$ cat config.mk
export PLATFORM = sky130hd
export DESIGN_NAME = rvdec_top
export DESIGN_NICKNAME = d
export VERILOG_FILES = /design/src/rtl/rvdec_pkg.sv /design/src/rtl/rvdec_opclass.sv /design/src/rtl/rvdec_immgen.sv /design/src/rtl/rvdec_top.sv
export SDC_FILE = /design/constraint.sdc
export NUM_CORES = 1
export LEC_CHECK = 0
export BUFFER_PORTS_ARGS = -buffer_cell sky130_fd_sc_hd__buf_4
export CELL_PAD_IN_SITES_DETAIL_PLACEMENT = 0
export CELL_PAD_IN_SITES_GLOBAL_PLACEMENT = 1
export CORE_ASPECT_RATIO = 0.9
export CORE_MARGIN = 5
export CORE_UTILIZATION = 38
export DETAILED_ROUTE_END_ITERATION = 8
export GPL_TIMING_DRIVEN = 0
export PLACE_DENSITY_LB_ADDON = 0.1
export SYNTH_ARGS = -nofsm -noshare
export SYNTH_HDL_FRONTEND = slang
export SYNTH_HIERARCHICAL = 1
export SYNTH_SLANG_ARGS = --single-unit
$ cat constraint.sdc
create_clock -name clk -period 0.8 [get_ports clk]
set_input_delay 0.08 -clock clk [delete_from_list [all_inputs] [get_ports clk]]
set_output_delay 0.08 -clock clk [all_outputs]
set_load 0.01 [all_outputs]
$ cat src/rtl/rvdec_pkg.sv
package rvdec_pkg;

  localparam int ILEN   = 32;
  localparam int OP_W   = 7;
  localparam int RIDX_W = 5;
  localparam int F3_W   = 3;
  localparam int F7_W   = ILEN - 25;
  localparam int FMT_W  = 3;

  typedef enum logic [FMT_W-1:0] {
    FMT_R = 3'd0,
    FMT_I = 3'd1,
    FMT_S = 3'd2,
    FMT_B = 3'd3,
    FMT_U = 3'd4,
    FMT_J = 3'd5
  } fmt_e;

  localparam logic [OP_W-1:0] OPC_LOAD   = 7'h03;
  localparam logic [OP_W-1:0] OPC_FENCE  = 7'h0F;
  localparam logic [OP_W-1:0] OPC_ALUI   = 7'h13;
  localparam logic [OP_W-1:0] OPC_AUIPC  = 7'h17;
  localparam logic [OP_W-1:0] OPC_STORE  = 7'h23;
  localparam logic [OP_W-1:0] OPC_ALUR   = 7'h33;
  localparam logic [OP_W-1:0] OPC_LUI    = 7'h37;
  localparam logic [OP_W-1:0] OPC_BRANCH = 7'h63;
  localparam logic [OP_W-1:0] OPC_JALR   = 7'h67;
  localparam logic [OP_W-1:0] OPC_JAL    = 7'h6F;
  localparam logic [OP_W-1:0] OPC_SYS    = 7'h73;

  typedef struct packed {
    fmt_e fmt;
    logic known;
  } opclass_t;

  typedef struct packed {
    logic [RIDX_W-1:0] rd;
    logic [RIDX_W-1:0] rs1;
    logic [RIDX_W-1:0] rs2;
    logic [F3_W-1:0]   f3;
    logic [F7_W-1:0]   f7;
    logic [ILEN-1:0]   imm;
    fmt_e              fmt;
    logic              illegal;
  } dec_t;

  function automatic opclass_t classify(input logic [OP_W-1:0] op);
    opclass_t c;
    c.known = 1'b1;
    case (op)
      OPC_LOAD, OPC_FENCE, OPC_ALUI, OPC_JALR, OPC_SYS: c.fmt = FMT_I;
      OPC_STORE:            c.fmt = FMT_S;
      OPC_ALUR:             c.fmt = FMT_R;
      OPC_AUIPC, OPC_LUI:   c.fmt = FMT_U;
      OPC_BRANCH:           c.fmt = FMT_B;
      OPC_JAL:              c.fmt = FMT_J;
      default: begin
        c.fmt   = FMT_R;
        c.known = 1'b0;
      end
    endcase
    return c;
  endfunction

  function automatic logic [ILEN-1:0] imm_of_i(input logic [ILEN-1:0] w);
    return {{20{w[31]}}, w[31:20]};
  endfunction

  function automatic logic [ILEN-1:0] imm_of_s(input logic [ILEN-1:0] w);
    return {{20{w[31]}}, w[31:25], w[11:7]};
  endfunction

  function automatic logic [ILEN-1:0] imm_of_b(input logic [ILEN-1:0] w);
    return {{19{w[31]}}, w[31], w[7], w[30:25], w[11:8], 1'b0};
  endfunction

  function automatic logic [ILEN-1:0] imm_of_u(input logic [ILEN-1:0] w);
    return {w[31:12], 12'h000};
  endfunction

  function automatic logic [ILEN-1:0] imm_of_j(input logic [ILEN-1:0] w);
    return {{11{w[31]}}, w[31], w[19:12], w[20], w[30:21], 1'b0};
  endfunction

endpackage

$ cat src/rtl/rvdec_opclass.sv
module rvdec_opclass
  import rvdec_pkg::*;
(
  input  logic [OP_W-1:0] opcode_i,
  output fmt_e            fmt_o,
  output logic            illegal_o
);

  opclass_t cls;

  always_comb begin
    cls       = classify(opcode_i);
    fmt_o     = cls.fmt;
    illegal_o = ~cls.known;
  end

endmodule

$ cat src/rtl/rvdec_immgen.sv
module rvdec_immgen
  import rvdec_pkg::*;
(
  input  logic [ILEN-1:0] instr_i,
  input  fmt_e            fmt_i,
  input  logic            illegal_i,
  output logic [ILEN-1:0] imm_o
);

  always_comb begin
    if (illegal_i) begin
      imm_o = '0;
    end else begin
      case (fmt_i)
        FMT_I:   imm_o = imm_of_i(instr_i);
        FMT_S:   imm_o = imm_of_s(instr_i);
        FMT_B:   imm_o = imm_of_b(instr_i);
        FMT_U:   imm_o = imm_of_u(instr_i);
        FMT_J:   imm_o = imm_of_j(instr_i);
        default: imm_o = '0;
      endcase
    end
  end

endmodule

$ cat src/rtl/rvdec_top.sv
module rvdec_top
  import rvdec_pkg::*;
#(
  parameter bit REG_OUT = 1'b1
) (
  input  logic              clk,
  input  logic              rst_n,
  input  logic [ILEN-1:0]   instr_i,
  output logic [RIDX_W-1:0] rd_o,
  output logic [RIDX_W-1:0] rs1_o,
  output logic [RIDX_W-1:0] rs2_o,
  output logic [F3_W-1:0]   funct3_o,
  output logic [F7_W-1:0]   funct7_o,
  output logic [ILEN-1:0]   imm_o,
  output logic [FMT_W-1:0]  fmt_o,
  output logic              illegal_o
);

  fmt_e            cls_fmt;
  logic            cls_illegal;
  logic [ILEN-1:0] imm_raw;
  dec_t            dec_now;
  dec_t            dec_out;

  rvdec_opclass u_opclass (
    .opcode_i  (instr_i[OP_W-1:0]),
    .fmt_o     (cls_fmt),
    .illegal_o (cls_illegal)
  );

  rvdec_immgen u_immgen (
    .instr_i   (instr_i),
    .fmt_i     (cls_fmt),
    .illegal_i (cls_illegal),
    .imm_o     (imm_raw)
  );

  always_comb begin
    dec_now.rd      = instr_i[11:7];
    dec_now.rs1     = instr_i[19:15];
    dec_now.rs2     = instr_i[24:20];
    dec_now.f3      = instr_i[14:12];
    dec_now.f7      = instr_i[ILEN-1:25];
    dec_now.imm     = imm_raw;
    dec_now.fmt     = cls_fmt;
    dec_now.illegal = cls_illegal;
  end

  generate
    if (REG_OUT) begin : g_reg
      dec_t dec_q;
      logic armed_q;

      always_ff @(posedge clk or negedge rst_n) begin
        if (!rst_n) begin
          dec_q   <= '0;
          armed_q <= 1'b0;
        end else begin
          dec_q   <= dec_now;
          armed_q <= 1'b1;
        end
      end

      assign dec_out = dec_q;


      one_cycle_lag_chk: assert property (@(posedge clk) disable iff (!rst_n)
        armed_q |-> (rd_o == $past(instr_i[11:7]) && funct3_o == $past(instr_i[14:12])));
    end else begin : g_comb
      assign dec_out = dec_now;
    end
  endgenerate

  assign rd_o      = dec_out.rd;
  assign rs1_o     = dec_out.rs1;
  assign rs2_o     = dec_out.rs2;
  assign funct3_o  = dec_out.f3;
  assign funct7_o  = dec_out.f7;
  assign imm_o     = dec_out.imm;
  assign fmt_o     = dec_out.fmt;
  assign illegal_o = dec_out.illegal;


  illegal_quiet_chk: assert property (@(posedge clk) disable iff (!rst_n)
    illegal_o |-> (imm_o == '0 && fmt_o == FMT_R));


  fmt_range_chk: assert property (@(posedge clk) disable iff (!rst_n)
    fmt_o <= FMT_J);


  rfmt_no_imm_chk: assert property (@(posedge clk) disable iff (!rst_n)
    (fmt_o == FMT_R) |-> (imm_o == '0));


  upper_low_clear_chk: assert property (@(posedge clk) disable iff (!rst_n)
    (fmt_o == FMT_U) |-> (imm_o[11:0] == 12'h000));


  branch_even_chk: assert property (@(posedge clk) disable iff (!rst_n)
    (fmt_o == FMT_B) |-> (imm_o[0] == 1'b0 && imm_o[31:12] == {20{imm_o[12]}}));


  jump_even_chk: assert property (@(posedge clk) disable iff (!rst_n)
    (fmt_o == FMT_J) |-> (imm_o[0] == 1'b0 && imm_o[31:20] == {12{imm_o[20]}}));


  itype_sext_chk: assert property (@(posedge clk) disable iff (!rst_n)
    (fmt_o == FMT_I) |-> (imm_o[31:11] == {21{funct7_o[6]}}));


  stype_low_chk: assert property (@(posedge clk) disable iff (!rst_n)
    (fmt_o == FMT_S) |-> (imm_o[4:0] == rd_o && imm_o[11:5] == funct7_o));

endmodule

== Word-level counts from Yosys, hierarchy flattened ==
Index checks and enable logic that the tools add are counted.

* Register bits: 61
* Input port bits: 34
* Output and inout bits: 61
* Logic and storage cells: 32

* Equality and inequality tests: 16
* Mux-type cells: 4
* Bitwise gates (word level): 1
* Reduce and logical (&&, ||, !) cells: 3

{| class="wikitable"
|+ Operators by type and width
! kind !! number
|-
| one-hot mux 32 bit (5 select lines) || 1
|-
| two-way mux 32 bit || 1
|-
| equality test 7 bit (second input constant) || 4
|-
| equality test 7 x 6 -> 1 bit (second input constant) || 3
|-
| one-hot mux 3 bit (5 select lines) || 1
|-
| equality test 7 x 5 -> 1 bit (second input constant) || 2
|-
| OR reduction 11 bit || 1
|-
| equality test 7 x 2 -> 1 bit (second input constant) || 1
|-
| equality test 7 x 4 -> 1 bit (second input constant) || 1
|-
| equality test 3 x 2 -> 1 bit (second input constant) || 2
|-
| equality test 3 bit (second input constant) || 2
|-
| OR reduction 5 bit || 1
|-
| equality test 3 x 1 -> 1 bit (second input constant) || 1
|-
| OR reduction 2 bit || 1
|-
| two-way mux 1 bit || 1
|-
| inverter 1 bit || 1
|}

== Logic depth before layout (Yosys ltp) ==
Gate-level depths: netlist (run 1).

* Word-level depth: 6
* Mapped depth: 8
* Mapped depth without buffers: 6

== Hierarchy ==
Netlist (run 1), hierarchy kept.

{| class="wikitable"
|+ By module, submodules not included
! module !! times used !! cells each !! area an instance (µm²)
|-
| rvdec_top || 1 || 61 || 1,526.5
|-
| rvdec_immgen || 1 || 79 || 432.9
|-
| rvdec_opclass || 1 || 18 || 122.6
|}

== Least setup slack after synthesis (run 1) ==
OpenSTA, ideal clock, no wires.

* Kind: input port to flip-flop
* From: in instr_i[2]
* To: reg g_reg.dec_q, in the netlist imm_o[11]
* Setup time: 0.137 ns
* Arrival time: 1.499 ns
* Required time: 0.663 ns
* Path slack: -0.836 ns
* Cell stages on the path: 6
* Buffers on the path: 0
* Cell sequence: nor2b_4 > a21oi_1 > nor3_1 > mux2_2 > a221oi_1 > a2111oi_2

* Cells in the longest elaborated chain, start to end: 6

{| class="wikitable"
|+ Ends and longest elaborated chain
! element !! line !! text
|-
| from (decl) || rvdec_top.sv:8 || <nowiki>input logic [ILEN-1:0] instr_i,</nowiki>
|-
| equality test 7 x 2 -> 1 bit, or another cell as far along || rvdec_pkg.sv:50 || <nowiki>case (op)</nowiki>
|-
| OR reduction 5 bit / OR reduction 2 bit (equally long branches) || rvdec_pkg.sv:50 ||
|-
| one-hot mux 3 bit (5 select lines) (*) || rvdec_pkg.sv:50 ||
|-
| via cls_fmt[0] || rvdec_top.sv:19 || <nowiki>fmt_e cls_fmt;</nowiki>
|-
| equality test 3 bit, or another cell as far along || rvdec_immgen.sv:14 || <nowiki>case (fmt_i)</nowiki>
|-
| one-hot mux 32 bit (5 select lines) (*) || rvdec_immgen.sv:14 ||
|-
| two-way mux 32 bit (*) || rvdec_immgen.sv:11 || <nowiki>if (illegal_i) begin</nowiki>
|-
| via imm_raw[11] || rvdec_top.sv:21 || <nowiki>logic [ILEN-1:0] imm_raw;</nowiki>
|-
| to (signal assigned) || rvdec_top.sv:59 || <nowiki>dec_q <= dec_now;</nowiki>
|-
| to (decl) || rvdec_top.sv:51 || <nowiki>dec_t dec_q;</nowiki>
|}

The timed path passes the listed nets; every way through them passes the cells marked *.

== Worst setup path after layout (run 1) ==
* From: in instr_i[4]
* To: reg g_reg.dec_q, in the netlist imm_o[27]

The elaborated chain is that of the path after synthesis.

==> results of run 1 <==
routing by layer:
layer | up-vias | wire (µm)
met4 | 0 | 99
met5 | - | 0
li1 | 833 | -
met3 | 10 | 500
met2 | 64 | 2991
met1 | 860 | 2135
logic make-up after synthesis:
logic type	after synthesis	share of synthesized area [%]
AO/OA/AOI/OAI	32	9.495
XOR/XNOR	1	0.4207
buffers and inverters	10	2.464
flip-flops	61	73.32
multiplexers	1	0.5408
AND/OR/NAND/NOR	53	13.76
power breakdown:
group	internal [µW]	total (µW)	switching, µW
clock	1520	2640	1120
combinational	458	808	351
sequential	3160	3190	34.8
area by class of cell:
| cell class | instances | share of cell area (%) |
|---|---|---|
| clock inverter | 4 | 1.177 |
| clock buffer | 12 | 3.592 |
| timing repair buffer | 137 | 34.28 |
| inverter | 1 | 0.09291 |
| sequential | 61 | 37.78 |
| multi-input combinational | 87 | 18.61 |
| tap | 67 | 2.075 |
| buffer | 9 | 2.385 |
timing repair:
action / 4_1_cts / 5_1_grt
endpoints found under the hold margin: 94 / 61
resized for setup: 107 / 30
gates cloned: 1 / 0
pin swaps: 20 / 25
endpoints found under the setup margin: 93 / 93
buffers inserted: 14 / 3
registers in the layout, summed over array words and instances, names as in the netlist:
name,cells
rd_o,5
illegal_o,1
rs2_o,5
funct7_o,7
fmt_o,3
rs1_o,5
imm_o,32
funct3_o,3
worst paths after layout:
check | from | end
min in group clk | instr_i[20] | imm_o[20]
max in group asynchronous | rst_n | imm_o[13]
worst min-delay path | rst_n | rd_o[1]
worst max-delay path | instr_i[4] | imm_o[27]
worst max-delay path: stages:
cell                      delay, ns
sky130_fd_sc_hd__buf_8         0.10
sky130_fd_sc_hd__and4b_1       0.27
sky130_fd_sc_hd__a21oi_2       0.04
sky130_fd_sc_hd__nor3_2        0.18
sky130_fd_sc_hd__buf_4         0.18
sky130_fd_sc_hd__nor3b_4       0.27
sky130_fd_sc_hd__buf_6         0.18
sky130_fd_sc_hd__nand2_2       0.05
sky130_fd_sc_hd__a21oi_2       0.13
synth_stat cells:
| master | instances |
|---|---|
| sky130_fd_sc_hd__nor3_1 | 3 |
| sky130_fd_sc_hd__or2_1 | 1 |
| sky130_fd_sc_hd__clkbuf_2 | 1 |
| sky130_fd_sc_hd__nand2_1 | 21 |
| sky130_fd_sc_hd__buf_1 | 1 |
| sky130_fd_sc_hd__or3b_1 | 1 |
| sky130_fd_sc_hd__a2bb2oi_1 | 1 |
| sky130_fd_sc_hd__clkbuf_1 | 2 |
| sky130_fd_sc_hd__nor2_1 | 7 |
| sky130_fd_sc_hd__a2111oi_2 | 1 |
| sky130_fd_sc_hd__and4bb_2 | 1 |
| sky130_fd_sc_hd__nand2b_1 | 1 |
| sky130_fd_sc_hd__a221oi_1 | 1 |
| sky130_fd_sc_hd__nor3b_1 | 2 |
| sky130_fd_sc_hd__nor2b_4 | 1 |
| sky130_fd_sc_hd__and2_1 | 6 |
| sky130_fd_sc_hd__mux2_2 | 1 |
| sky130_fd_sc_hd__a211oi_1 | 2 |
| sky130_fd_sc_hd__inv_1 | 1 |
| sky130_fd_sc_hd__buf_6 | 1 |
| sky130_fd_sc_hd__nor4bb_1 | 1 |
| sky130_fd_sc_hd__xor2_1 | 1 |
| sky130_fd_sc_hd__o32a_1 | 1 |
| sky130_fd_sc_hd__nand3b_1 | 3 |
| sky130_fd_sc_hd__a22oi_1 | 4 |
| sky130_fd_sc_hd__dfrtp_1 | 61 |
| sky130_fd_sc_hd__buf_2 | 4 |
| sky130_fd_sc_hd__nor2b_1 | 3 |
| sky130_fd_sc_hd__and4b_1 | 1 |
| sky130_fd_sc_hd__a21oi_1 | 22 |
| sky130_fd_sc_hd__nand3_1 | 1 |
per-stage QoR:
| step | instance area [µm²] | TNS (ns) | instances | setup WS [ns] | hold slack [ns] |
|---|---|---|---|---|---|
| after floorplan | 2146 | -15.61 | 158 | -0.5489 | -0.2156 |
| after global placement | 2935 | -26.41 | 319 | -1.028 | 0.1942 |
| after detailed placement | 2935 | -26.71 | 319 | -1.031 | 0.1977 |
| after CTS | 3919 | -16.93 | 375 | -0.3691 | -0.1598 |
| after global routing | 4040 | -22.20 | 378 | -0.5157 | -0.1241 |
| final | 4040 | -17.64 | 378 | -0.4370 | -0.1820 |
==> out/results.md, run 1 <==
## Detailed routing
- 1767 — Vias
- 2 — DR pass1 iterations
- 4.675 — drt via density
- 5.726 mm — final routed wirelength across all metal layers
- 15.15 µm — post-detailed-route wirelength per cell
- 0 — final antenna-violating net count
- 46 — DRC violation total after the first TritonRoute iteration
- 0 — DRC violations left

## Placement
- 0.6869 — routability-driven placement congestion ratio
- 3.465 mm — total half-perimeter wirelength after legalization and detailed placement
- 94 — number of buffers added on ports

## Logic synthesis
- 158 — post-synthesis cell count
- sky130_fd_sc_hd__dfrtp_1 — largest area contributor in the netlist
- 6 — YS warnings
- 192 — syn nets
- 0.002082 mm² — netlist area before placement
- 61 — number of flip-flops and latches in the synthesized netlist
- 73.32% — share of the yosys chip area belonging to registers
- 31 — number of unique standard cell types used by synthesis
- 73.32% — share of Yosys cell area claimed by the top area cell type
- 13.18 µm² — Mean Syn Cell Area
- sky130_fd_sc_hd__dfrtp_1 73%, sky130_fd_sc_hd__a21oi_1 5.3%, sky130_fd_sc_hd__nand2_1 3.8% — cell types with the largest area share after synthesis

## Floorplan
- 80.22 µm — Die Y-Extent
- 0.007061 mm² — DIE AREA
- 0.005286 mm² — standard cell core area
- 39.38% — effective utilization at floorplan
- 88.03 µm — Die X
- 25 — Core Rows
- 95 — Top Ports

## Flow run
- 0 — Max Cap Violations

## Pwr
- 0.001887 µW — leakage
- 1643 mW/mm² — power density over the cells
- 6640 µW — Design Power
- 1.499 mV — maximum VDD drop

## GRT
- 0 — antenna violations before repair
- 1894 — vias in the first global route
- 0 — final global-route overflow total
- met2 — busiest grt layer
- 20.07% — met1 GRT Util
- 9.294 mm — global-route wire length before repair
- 29.97% — met2 global-route usage
- 62 — pin count of the biggest net entering global routing
- 17.62% — All-Layer GR Usage
- 5.436% — met3 layer usage reported by global route

## Timing
- true — setup repair after global routing missed its margin
- 61 — number of hold violations in the final report
- -0.1820 ns — hold slack final
- 49.83% — headroom to the max-slew limit
- 154.6% — post-route fraction of the period consumed by the critical path
- 93 — # setup viols final
- 0.7526 ns — actual transition at the worst max-transition pin
- 0.8084 GHz — maximum clock frequency
- 0 — number of slew-limit violations in the final report
- -0.4370 ns — setup slack after layout
- 1.237 ns — shortest period the worst path allows

## Outcome
- negative hold slack, negative setup slack — failing checks
- finished, violations left — run status

## Clocking
- 3 — H-tree depth
- 61 — clock sinks
- sky130_fd_sc_hd__clkbuf_8 — Clk Tree Root Cell
- 2 — buffer depth of the longest clock path
- 0.07 ns — clock-pin slew on the worst setup and hold paths
- yes — TritonCTS clock tree
- 9 — number of clock buffers inserted by TritonCTS
- 25 — post-cts hold buffer count

## Layout
- 752.0 µm² — multi-input logic area
- 332 — Fill cells
- 94.05% — area growth from synthesis to layout
- sky130_fd_sc_hd__buf_6 — most common cell after layout, fill and taps aside
- 0 — number of inserted diodes
- 76.43% — final core utilization
- 71 x sky130_fd_sc_hd__buf_6, 61 x sky130_fd_sc_hd__dfrtp_1, 42 x sky130_fd_sc_hd__buf_4, 25 x sky130_fd_sc_hd__dlygate4sd3_1, 20 x sky130_fd_sc_hd__a21oi_2 — commonest cells after routing, fill and taps aside
- 0.001526 mm² — sequential cell area
- 60.13% — share of final-layout standard cells stronger than drive strength 1
- 340 — number of nets in the layout

## Worst setup path
- 1.49 ns — arrival time at the worst endpoint
- 6 — peak fanout along the critical path
- input pin to flip-flop — crit path kind
- 1.05 ns — critical path required time
- flip-flop — CP endpoint kind
- input pin — CP startpoint kind

## Hold path
- input pin to async pin — class of the tightest hold or removal check

No activity file was read; power rests on OpenSTA's default activity.
==> run 2, diff against run 1 <==
- BUFFER_PORTS_ARGS: -buffer_cell sky130_fd_sc_hd__buf_4 -> -buffer_cell sky130_fd_sc_hd__clkbuf_2
- RECOVER_POWER: not set -> 25
==> run 2 against run 1 <==
- highest routed layer unchanged
- global-route usage decreased by 0.53 points
- the run still ends with negative hold slack, negative setup slack left
- via count decreased by 2.1%
- worst setup slack worse by 0.028 ns
- critical path type unchanged
- total power is 3.0% lower
- clock-buffer cell count decreased by 2
- combinational power fell by 14%
- sequential share of layout area up 4.2 points
- maximum frequency shrank 2.2%
- sequential power hardly changed
==> out/results.md, run 2 (synthesized netlist as in run 1, its figures left out) <==
## GRT
- 1866 — vias in the first global route, -1.5%
- 0 — antenna violations before repair, unchanged
- 9.032 mm — global-route wire length before repair, -2.8%
- 0 — final global-route overflow total, unchanged
- 62 — pin count of the biggest net entering global routing, unchanged
- 17.09% — All-Layer GR Usage, -0.53 points

## Worst setup path
- 8 — peak fanout along the critical path, +2
- imm_o[15] — last element of the critical path
- 1.52 ns — arrival time at the worst endpoint, +0.03 ns
- input pin — CP startpoint kind
- 1.05 ns — critical path required time, about the same
- input pin to flip-flop — crit path kind
- flip-flop — CP endpoint kind
- instr_i[2] — crit path from

## Pwr
- 6442 µW — Design Power, -3.0%
- 1772 mW/mm² — power density over the cells, +7.9%
- 1.328 mV — maximum VDD drop, -11%
- 0.001777 µW — leakage, -5.8%

## Detailed routing
- 4 — DR pass1 iterations, +2
- 1730 — Vias, -2.1%
- 0 — DRC violations left, unchanged
- 0 — final antenna-violating net count, unchanged
- 59 — DRC violation total after the first TritonRoute iteration, +28%
- 4.541 — drt via density, -2.9%
- 5.621 mm — final routed wirelength across all metal layers, -1.8%
- 14.75 µm — post-detailed-route wirelength per cell, -2.6%

## Placement
- -1.053 ns — Place WS, -0.02136 ns
- 3.520 mm — total half-perimeter wirelength after legalization and detailed placement, +1.6%
- 94 — number of buffers added on ports, unchanged
- 319 — Post-Place Cells, unchanged
- 0.6748 — routability-driven placement congestion ratio, -1.8%

## Floorplan
- 0.005286 mm² — standard cell core area, unchanged
- 39.38% — effective utilization at floorplan, unchanged
- 80.22 µm — Die Y-Extent, unchanged
- 88.03 µm — Die X, unchanged
- 0.007061 mm² — DIE AREA, unchanged
- 95 — Top Ports, unchanged
- 25 — Core Rows, unchanged

## Clocking
- 61 — clock sinks, unchanged
- yes — TritonCTS clock tree
- 2 — buffer depth of the longest clock path, unchanged
- sky130_fd_sc_hd__clkbuf_8 — Clk Tree Root Cell
- 0.06 ns — clock-pin slew on the worst setup and hold paths, about the same
- 3 — H-tree depth, unchanged
- 9 — number of clock buffers inserted by TritonCTS, unchanged
- 25 — post-cts hold buffer count, unchanged

## Layout
- 60.83% — share of final-layout standard cells stronger than drive strength 1, +0.70 points
- 752.0 µm² — multi-input logic area, unchanged
- 85 x sky130_fd_sc_hd__clkbuf_2, 61 x sky130_fd_sc_hd__dfrtp_1, 25 x sky130_fd_sc_hd__dlygate4sd3_1, 19 x sky130_fd_sc_hd__a21oi_2, 16 x sky130_fd_sc_hd__buf_4 — commonest cells after routing, fill and taps aside
- 381 — post-layout instance count excluding filler cells, +0.79%
- 74.58% — area growth from synthesis to layout
- 0 — number of inserted diodes, unchanged
- 345 — number of nets in the layout, +1.5%
- sky130_fd_sc_hd__clkbuf_2 — most common cell after layout, fill and taps aside
- 32 — max FFs per register, unchanged
- 402 — Fill cells, +21%
- 0.001526 mm² — sequential cell area, unchanged

## Timing
- -0.4646 ns — setup slack after layout, -0.02753 ns
- 61 — number of hold violations in the final report, unchanged
- 0 — number of slew-limit violations in the final report, unchanged
- 158.1% — post-route fraction of the period consumed by the critical path, +3.4 points
- 46.52% — headroom to the max-slew limit, -3.3 points
- 0.7908 GHz — maximum clock frequency, -2.2%
- -0.1401 ns — hold slack final, +0.04191 ns
- 94 — # setup viols final, +1.1%
- 1.265 ns — shortest period the worst path allows, +0.02753 ns
- 0.8022 ns — actual transition at the worst max-transition pin, +0.04965 ns
- true — setup repair after global routing missed its margin
- -17.71 ns — total negative setup slack, -0.06960 ns

## Hold path
- input pin to async pin — class of the tightest hold or removal check

## Outcome
- negative hold slack, negative setup slack — failing checks
- finished, violations left — run status

## Flow run
- 0 — Max Cap Violations, unchanged

==> run 2: changes by cell type in the layout (fill, tap and decap cells not counted), sizes merged <==
cell,change
bufbuf,+1
clkinv,-1
clkinvlp,+1
buf,-82
clkbuf,+84
==> run 2: layout make-up <==
cell class | instances | area share, %
inverter | 1 | 0.1033
sequential | 61 | 42.00
buffer | 9 | 2.444
clock buffer | 10 | 3.787
tap | 67 | 2.306
timing repair buffer | 142 | 27.30
multi-input combinational | 87 | 20.69
clock inverter | 4 | 1.377
==> run 2: per-layer routing <==
metal  share of wire, %  vias up  GRT usage [%]
li1                   -      845              -
met1                 41      814          20.37
met2                 49       63          27.56
met3                8.8        8          6.769
met4                1.5        0          6.949
met5                  0        -              0
==> run 2: per-stage QoR <==
step | area [µm²] | utilization, %
after floorplan | 2146 | -
after global placement | 2700 | 51.08
after detailed placement | 2703 | 51.12
after CTS | 3465 | 65.54
after global routing | 3635 | 68.76
final | 3635 | 68.76
==> run 2: how the worst min path moves through the flow <==
stage                           start        to  slack, ns  cells past startpoint
final                           rst_n  imm_o[3]      -0.14                      1
after CTS                       rst_n   rd_o[0]      -0.11                      1
after global routing            rst_n  imm_o[3]      -0.07                      1
after detailed placement  instr_i[16]  rs1_o[1]       0.21                      1
after global placement    instr_i[16]  rs1_o[1]       0.21                      1
after floorplan                 rst_n  fmt_o[0]      -0.22                      0
==> run 2: timing repair <==
item                       in CTS  in global routing
gates resized for setup        53                 30
setup endpoints to repair      93                 93
buffers inserted               12                 11
hold endpoints to repair      109                 61
pin swaps                      27                 11
gates cloned                    2                  0
==> run 2: critical path, cell delays in order <==
cell and delay (ns):
sky130_fd_sc_hd__buf_8 0.08, sky130_fd_sc_hd__nor2b_4 0.19, sky130_fd_sc_hd__a21oi_4 0.08, sky130_fd_sc_hd__nor3_4 0.35
sky130_fd_sc_hd__nor2_4 0.08, sky130_fd_sc_hd__or3b_1 0.38, sky130_fd_sc_hd__buf_6 0.16, sky130_fd_sc_hd__a21oi_2 0.12
==> run 2: report_power, final <==
group,leakage (µW),switching (µW),internal (µW)
Combinational,0.000897,349,346
Sequential,0.000789,20.6,3160
Clock,0.0000902,1090,1480
==> run 3, diff against run 2 <==
- TNS_END_PERCENT: not set -> 5
==> run 3 against run 2 <==
- the run still ends with negative hold slack, negative setup slack left
- worst setup slack gained 0.050 ns
- die area unchanged
- final area is 8.7% lower
- via count fell by 4.8%
- sequential share of layout area is 4.0 points higher
- hold slack lost 0.00082 ns
- maximum frequency increased by 4.1%
- clock-buffer cell count unchanged
- sequential cell count stayed put
- critical path type unchanged
==> out/results.md, run 3 (synthesized netlist as in run 1, its figures left out) <==
## Outcome
- finished, violations left — run status
- negative hold slack, negative setup slack — failing checks

## GRT
- 1772 — vias in the first global route, -5.0%
- 8.314 mm — global-route wire length before repair, -7.9%
- 0 — final global-route overflow total, unchanged
- 62 — pin count of the biggest net entering global routing, unchanged
- 0 — antenna violations before repair, unchanged
- 15.84% — All-Layer GR Usage, -1.3 points

## Worst setup path
- input pin — CP startpoint kind
- sky130_fd_sc_hd__mux2_4 — cell with the biggest individual delay on the critical path
- flip-flop — CP endpoint kind
- input pin to flip-flop — crit path kind
- clkbuf_2, xor2_1, nor3_4, mux2_4, a221oi_2, a2111oi_2 — cells along the critical path
- 1.00 ns — critical path required time, -0.05 ns
- 6 — peak fanout along the critical path, -2
- compound AO/OA/AOI/OAI gates — kind of cell adding the most delay to the critical path
- 1 — worst path buffer plus inverter count, -1
- 1.42 ns — arrival time at the worst endpoint, -0.10 ns
- 0.34 ns — critical path's largest stage delay, -0.04 ns
- 6 — logic depth of the worst path, buffers included, -2

## Floorplan
- 39.38% — effective utilization at floorplan, unchanged
- 80.22 µm — Die Y-Extent, unchanged
- 0.005286 mm² — standard cell core area, unchanged
- 25 — Core Rows, unchanged
- 88.03 µm — Die X, unchanged
- 95 — Top Ports, unchanged
- 0.007061 mm² — DIE AREA, unchanged

## Timing
- 48.09% — headroom to the max-slew limit, +1.6 points
- -0.4143 ns — setup slack after layout, +0.05026 ns
- 61 — number of hold violations in the final report, unchanged
- true — setup repair after global routing missed its margin
- -0.1409 ns — hold slack final, -0.0008240 ns
- 1.214 ns — shortest period the worst path allows, -0.05026 ns
- 93 — # setup viols final, -1.1%
- 0.8235 GHz — maximum clock frequency, +4.1%
- 0.7786 ns — actual transition at the worst max-transition pin, -0.02361 ns
- 0 — number of slew-limit violations in the final report, unchanged
- 151.8% — post-route fraction of the period consumed by the critical path, -6.3 points

## Hold path
- input pin to async pin — class of the tightest hold or removal check

## Detailed routing
- 18 — DRC violation total after the first TritonRoute iteration, -69%
- 5.137 mm — final routed wirelength across all metal layers, -8.6%
- 0 — final antenna-violating net count, unchanged
- 0 — DRC violations left, unchanged
- 4 — DR pass1 iterations, unchanged
- 14.04 µm — post-detailed-route wirelength per cell, -4.9%
- 4.500 — drt via density, -0.90%
- 1647 — Vias, -4.8%

## Clocking
- 9 — number of clock buffers inserted by TritonCTS, unchanged
- 61 — clock sinks, unchanged
- 2 — buffer depth of the longest clock path, unchanged
- yes — TritonCTS clock tree
- 0.07 ns — clock-pin slew on the worst setup and hold paths, about the same
- sky130_fd_sc_hd__clkbuf_8 — Clk Tree Root Cell
- 3 — H-tree depth, unchanged
- 25 — post-cts hold buffer count, unchanged

## Layout
- 0 — number of inserted diodes, unchanged
- 0.003319 mm² — final instance area, -8.7%
- 73 x sky130_fd_sc_hd__clkbuf_2, 61 x sky130_fd_sc_hd__dfrtp_1, 25 x sky130_fd_sc_hd__dlygate4sd3_1, 21 x sky130_fd_sc_hd__nand2_1, 16 x sky130_fd_sc_hd__a21oi_1 — commonest cells after routing, fill and taps aside
- 32 — max FFs per register, unchanged
- 465 — Fill cells, +16%
- 0.001526 mm² — sequential cell area, unchanged
- 328 — number of nets in the layout, -4.9%
- sky130_fd_sc_hd__clkbuf_2 — most common cell after layout, fill and taps aside
- 59.43% — area growth from synthesis to layout
- 619.3 µm² — multi-input logic area, -18%
- 45.15% — share of final-layout standard cells stronger than drive strength 1, -16 points

## Placement
- 0.7874 — routability-driven placement congestion ratio, +17%
- 3.453 mm — total half-perimeter wirelength after legalization and detailed placement, -1.9%
- 94 — number of buffers added on ports, unchanged
- 0.002671 mm² — post-placement cell area, -1.2%

## Flow run
- 0 — Max Cap Violations, unchanged

## Pwr
- 0.001607 µW — leakage, -9.5%
- 2008 mW/mm² — power density over the cells, +13%
- 6665 µW — Design Power, +3.5%
- 1.334 mV — maximum VDD drop, +0.50%

[run 3: what timing repair did]
item / in CTS / in global routing
setup buffers: 6 / 0
hold endpoints to repair: 110 / 61
setup endpoints to repair: 93 / 93
gates cloned: 0 / 0
pin swaps: 19 / 3
gates resized for setup: 27 / 14
[run 3: worst paths after layout]
kind	startpoint	end
hold / removal	rst_n	funct3_o[0]
min in group clk	instr_i[2]	fmt_o[2]
setup / recovery	instr_i[5]	imm_o[11]
max in group asynchronous	rst_n	funct7_o[6]
[run 3: area by class of cell]
cell class / instances / share of cell area [%]
flip-flops and latches: 61 / 45.99
repair buffers: 125 / 23.82
plain buffers: 9 / 2.412
well taps: 67 / 2.525
clock buffers: 10 / 3.845
multi-input cells: 87 / 18.66
inverters: 1 / 0.1131
clock inverters: 6 / 2.639
[run 3: routing by layer]
layer / up-vias / global-route usage (%) / part of all wire [%]
met5: - / 0 / 0
met4: 0 / 4.985 / 0.88
met3: 4 / 7.590 / 9.8
met2: 59 / 25.15 / 47
met1: 778 / 19.01 / 42
li1: 806 / - / -
[run 3: through the flow]
step | cells | setup slack (ns) | utilization, % | TNS (ns) | hold WS, ns
finish | 366 | -0.4143 | 62.79 | -16.46 | -0.1409
global route | 366 | -0.4635 | 62.79 | -21.30 | -0.09058
CTS | 366 | -0.4067 | 62.41 | -18.36 | -0.1210
detailed placement | 319 | -1.130 | 50.53 | -30.31 | 0.2065
global placement | 319 | -1.141 | 50.49 | -67.85 | 0.2045
floorplan | 158 | -0.5514 | - | -16.67 | -0.2156
[run 3: power by group]
group          switching (µW)  total [µW]  internal (µW)
combinational             305         583            278
clock                    1150        2910           1750
sequential               18.4        3180           3160
total                    1480        6670           5190
